<file path="config.mk">
export PLATFORM = sky130hd
export DESIGN_NAME = rtc_tick_gen
export DESIGN_NICKNAME = d
export VERILOG_FILES = /design/src/rtl/rtc_tick_pkg.sv /design/src/rtl/rtc_ref_divider.sv /design/src/rtl/rtc_rate_chain.sv /design/src/rtl/rtc_tick_gen.sv
export SDC_FILE = /design/constraint.sdc
export NUM_CORES = 1
export LEC_CHECK = 0
export BUFFER_PORTS_ARGS = -buffer_cell sky130_fd_sc_hd__buf_4
export CORE_MARGIN = 5
export CORE_UTILIZATION = 54
export CTS_CLUSTER_SIZE = 28
export DETAILED_ROUTE_END_ITERATION = 10
export GPL_ROUTABILITY_DRIVEN = 0
export PLACE_DENSITY = 0.79
export SYNTH_ARGS = -nofsm -noshare
export SYNTH_HDL_FRONTEND = slang
export SYNTH_SLANG_ARGS = --single-unit
</file>
<file path="constraint.sdc">
create_clock -name clk -period 1.9 [get_ports clk]
set_input_delay 0.19 -clock clk [delete_from_list [all_inputs] [get_ports clk]]
set_output_delay 0.19 -clock clk [all_outputs]
set_load 0.02 [all_outputs]
</file>
<file path="src/rtl/rtc_tick_pkg.sv">
package rtc_tick_pkg;

    typedef enum logic [1:0] {
        SEL_32768 = 2'b00,
        SEL_32000 = 2'b01,
        SEL_38400 = 2'b10,
        SEL_RSVD  = 2'b11
    } rate_sel_e;

    localparam int EVT_W       = 16;
    localparam int EVT_SEC_BIT = 4;
    localparam int EVT_PER_LSB = 7;

endpackage

</file>
<file path="src/rtl/rtc_ref_divider.sv">
module rtc_ref_divider
    import rtc_tick_pkg::*;
#(
    parameter int DIV_STD     = 64,
    parameter int DIV_FRAC_LO = 62,
    parameter int DIV_FRAC_HI = 63,
    parameter int DIV_WIDE    = 75
) (
    input  logic       clk,
    input  logic       rst_n,
    input  logic       en,
    input  logic       ref_tick,
    input  logic [1:0] rate_sel,
    output logic       base_tick
);
    localparam int MAX_A  = (DIV_STD > DIV_WIDE) ? DIV_STD : DIV_WIDE;
    localparam int MAX_D  = (MAX_A > DIV_FRAC_HI) ? MAX_A : DIV_FRAC_HI;
    localparam int CNT_W  = $clog2(MAX_D);

    typedef struct packed {
        logic [CNT_W-1:0] cnt;
        logic             phase;
        logic             base;
    } div_st_t;

    div_st_t q, d;
    logic [CNT_W-1:0] last;

    always_comb begin
        case (rate_sel_e'(rate_sel))
            SEL_32000: last = q.phase ? CNT_W'(DIV_FRAC_HI - 1) : CNT_W'(DIV_FRAC_LO - 1);
            SEL_38400: last = CNT_W'(DIV_WIDE - 1);
            default:   last = CNT_W'(DIV_STD - 1);
        endcase

        d = q;
        if (!en) begin
            d = '0;
        end else begin
            d.base = 1'b0;
            if (ref_tick) begin
                if (q.cnt == last) begin
                    d.cnt   = '0;
                    d.base  = 1'b1;
                    d.phase = ~q.phase;
                end else begin
                    d.cnt = q.cnt + 1'b1;
                end
            end
        end
    end

    always_ff @(posedge clk or negedge rst_n) begin
        if (!rst_n) q <= '0;
        else        q <= d;
    end

    assign base_tick = q.base;

endmodule

</file>
<file path="src/rtl/rtc_rate_chain.sv">
module rtc_rate_chain #(
    parameter int N_PER = 9
) (
    input  logic             clk,
    input  logic             rst_n,
    input  logic             en,
    input  logic             base_tick,
    output logic [N_PER-1:0] per_tick,
    output logic             sec_tick
);
    typedef struct packed {
        logic [N_PER-1:0] chain;
        logic [N_PER-1:0] per;
        logic             sec;
    } chain_st_t;

    chain_st_t q, d;

    always_comb begin
        logic [N_PER-1:0] mask;
        mask = '0;
        d = q;
        if (!en) begin
            d = '0;
        end else begin
            d.per = '0;
            d.sec = 1'b0;
            if (base_tick) begin
                d.chain = q.chain + 1'b1;
                for (int i = 0; i < N_PER; i++) begin
                    mask     = N_PER'((1 << (N_PER - 1 - i)) - 1);
                    d.per[i] = ((q.chain & mask) == mask);
                end
                d.sec = &q.chain;
            end
        end
    end

    always_ff @(posedge clk or negedge rst_n) begin
        if (!rst_n) q <= '0;
        else        q <= d;
    end

    assign per_tick = q.per;
    assign sec_tick = q.sec;

endmodule

</file>
<file path="src/rtl/rtc_tick_gen.sv">
module rtc_tick_gen
    import rtc_tick_pkg::*;
#(
    parameter int N_PER       = 9,
    parameter int DIV_STD     = 64,
    parameter int DIV_FRAC_LO = 62,
    parameter int DIV_FRAC_HI = 63,
    parameter int DIV_WIDE    = 75
) (
    input  logic             clk,
    input  logic             rst_n,
    input  logic             en,
    input  logic [1:0]       rate_sel,
    input  logic             ref_tick,
    output logic             sec_tick,
    output logic [N_PER-1:0] per_tick,
    output logic [EVT_W-1:0] evt_vec
);
    logic base_tick;

    rtc_ref_divider #(
        .DIV_STD     (DIV_STD),
        .DIV_FRAC_LO (DIV_FRAC_LO),
        .DIV_FRAC_HI (DIV_FRAC_HI),
        .DIV_WIDE    (DIV_WIDE)
    ) u_div (
        .clk       (clk),
        .rst_n     (rst_n),
        .en        (en),
        .ref_tick  (ref_tick),
        .rate_sel  (rate_sel),
        .base_tick (base_tick)
    );

    rtc_rate_chain #(
        .N_PER (N_PER)
    ) u_chain (
        .clk       (clk),
        .rst_n     (rst_n),
        .en        (en),
        .base_tick (base_tick),
        .per_tick  (per_tick),
        .sec_tick  (sec_tick)
    );

    always_comb begin
        evt_vec = '0;
        evt_vec[EVT_SEC_BIT] = sec_tick;
        for (int i = 0; i < N_PER; i++) begin
            evt_vec[EVT_PER_LSB + i] = per_tick[i];
        end
    end

endmodule

</file>
==> metrics.md <==
| Metric | Value |
|---|---|
| DR iter-0 viols | 27 |
| WL met2 | 1350 µm |
| Post-DRT Antenna Nets | 0 |
| Vias in the first global route | 1032 |
| Dpl cells | around 190 |
| Clock-pin slew on the worst setup and hold paths | 140 ps |
| Post_cts resized | 0 |
| Final cell count without fillers | 196 |
| Vias per cell | 5.51 |
| Residual DRC | 0 |
| Fin crit share | 0.938 |
| Worst reg-to-reg path cell count | 4 |
| # clock sinks | 28 |
| RSZ-0062 raised after global routing | false |
| Final #Nets | between 150 and 200 |
| CP required | around 2100 ps |
| Total number of H-tree levels | 1 |
| Routed wire per std cell | around 13 µm |
| Yosys reg bits | 28 |
| Fmax achieved | 561 MHz |
| Total CTS buffers | 3 |
| Ys Warns | 0 |
| CTS Buffer Depth | 2 |
| Vias post-DR | 1079 |
| Fin crit period | between 1500 and 2000 ps |
| Hold Path Stages | 3 |
| Startpoint types | flip-flop |
| Status | finished, final reports clean |
| Hold Vio Cnt, Final | 0 |
| Dominant synthesized flop cell | dfrtp_1 |
| Mapped Cells | 158 |
| Core Region | 0.00278 mm² |
| Peak supply drop | 0.421 mV |
| Clock skew | 6.14 ps |
| Hold/Removal Path Class | input pin to flip-flop |
| Fin Setup TNS | 0 ps |
| Die width | ~64 µm |
| Die footprint | 0.00408 mm² |
| Leakage | 0.839 nW |
| Initial antenna violation count | 0 |
| Most common cell after layout, fill and taps aside | dfrtp_1 |
| P&R area growth vs syn | 6.14% |
| Initial Util | 0.564 |
| Post-synth EDFFs | 0 |
| Routed wire length on met3 | 197 µm |
| Crit path DAT | 1970 ps |
| N_diodes | 0 |
| Total Routing Usage GR | 0.127 |
| FFs w/ async S/R, synth | 1.00 |
| Worst skew pair latency | approximately 320 ps |
| Pwr per Cell Area | 578 mW/mm² |
| Psw | 0.222 mW |
| TritonCTS clock tree | yes |
| Sequential share of the synthesized area | 0.447 |
| Hpwl dp | 1930 µm |
| Top-Level Pins | 32 |
| First-pass GRT wire length | 4350 µm |
| 1st-pass router iterations | 4 |
| Share of power burned in registers | 0.631 |
| Layout cell share with drive strength beyond 1 | 0.194 |
| Highest routed layer | met4 |
| M1 WL | 1010 µm |
| Crit Path Max Fanout | 6 |
| Total grt overflow | 0 |
| # rows | 19 |
| Synthesized cell area | about 0.0016 mm² |
| Logic gate share of total power | 0.073 |
| Finish-stage setup viols | 0 |
| Pins Over Slew Limit | 0 |
| DRT Wirelength | 2580 µm |
| Clk pwr share | 0.295 |
| Int Power | between 0.7 and 0.8 mW |
| Largest net degree at the start of global routing | 29 |
| CP endpoint kind | flip-flop |
| CTS root buf | clkbuf_4 |
| Syn Area/Cell | 9.93 µm² |
| Leading cell types in the layout, fill and taps excluded | dfrtp_1, buf_4, nand2_1 |
| Max-cap violations | 0 |
| Net Sw Frac | 0.230 |
| Port buffer count | 25 |
| Die H | 63.9 µm |
| Netlist cell types | 31 |
| Critical path class | flip-flop to flip-flop |
## layer usage
layer  vias to the layer above  global-route usage
met5                         -                   0
met4                         0              0.0286
met3                         4              0.0298
met2                        34               0.245
met1                       517               0.137
li1                        524                   -
## worst paths after layout
path	to	slack (ps)	startpoint
hold reg to reg	u_chain.q[18]	580	u_chain.q[18]
max in group asynchronous	u_chain.q[10]	1330	rst_n
min in group asynchronous	u_chain.per_tick[4]	310	rst_n
setup / recovery	u_div.q[5]	120	u_div.q[6]
setup reg to reg	u_div.q[5]	120	u_div.q[6]
hold / removal	u_div.q[3]	200	ref_tick
## logic make-up after synthesis
family,Yosys count,share of synthesized area
muxes,6,0.0391
buffers and inverters,34,0.141
AOI/OAI and AO/OA,16,0.0710
adders and majority gates,7,0.0558
and+or+nand+nor,61,0.216
xor gates and xnor gates,5,0.0279
other,1,0.00239
DFF,28,0.447
## layout make-up
cell class              instances  area (µm²)
well taps                      31        38.8
flip-flops and latches         28         701
multi-input cells             101         666
inverters                       5        18.8
fillers                       230        1120
clock buffers                   4        36.3
repair buffers                 27         205
## synth_stat cells (all sizes together) (2+ instances only)
cell    number  share of area
buf         26           0.12
xnor2        3          0.017
o21ai        6          0.019
and3         8          0.032
mux2i        5          0.032
nand4        3          0.012
nand2       11          0.026
nor2         4         0.0096
nor2b        6          0.024
inv          5          0.012
or3          2         0.0080
and2         7          0.028
nor4b        2          0.011
nor3         4          0.013
a21oi        5          0.016
nand3b       2         0.0096
xor2         2          0.011
ha           7          0.056
dfrtp       28           0.45
clkbuf       3         0.0072
nand3       10          0.032
## registers in the layout, summed over array words and instances, names as in the netlist
signal,cells
u_div.q,8
u_chain.per_tick,9
u_chain.sec_tick,1
u_div.base_tick,1
u_chain.q,9
## what timing repair did
action | 4_1_cts | 5_1_grt
hold buffers | 1 | 0
hold endpoints to repair | 28 | 0
buffers inserted | 0 | 0
## per-stage QoR
step                      hold slack [ps]  total power [mW]   util  cell area (µm²)  worst slack (ps)
after global routing                  182              1.01  0.599             1670              62.3
after detailed placement              129             0.689  0.582             1620               146
after CTS                             177             0.976  0.599             1670               123
after global placement                122             0.686  0.582             1620               253
final                                 197             0.963  0.599             1670               118
after floorplan                      -106             0.669      -             1590               320
## worst max-delay path, cell delays in order (launching register included)
cell,delay (ps)
dfrtp_1,450
or3_1,370
o22a_1,260
a31oi_1,380
o21ai_0,190
## power by group through the flow
stage	Clock [mW]	Combinational, mW	Sequential, mW
floorplan	0	0.0521	0.617
global placement	0	0.0673	0.619
detailed placement	0	0.0699	0.619
CTS	0.297	0.0715	0.608
global route	0.319	0.0788	0.609
finish	0.284	0.0705	0.608
No activity file was read; power rests on OpenSTA's default activity.
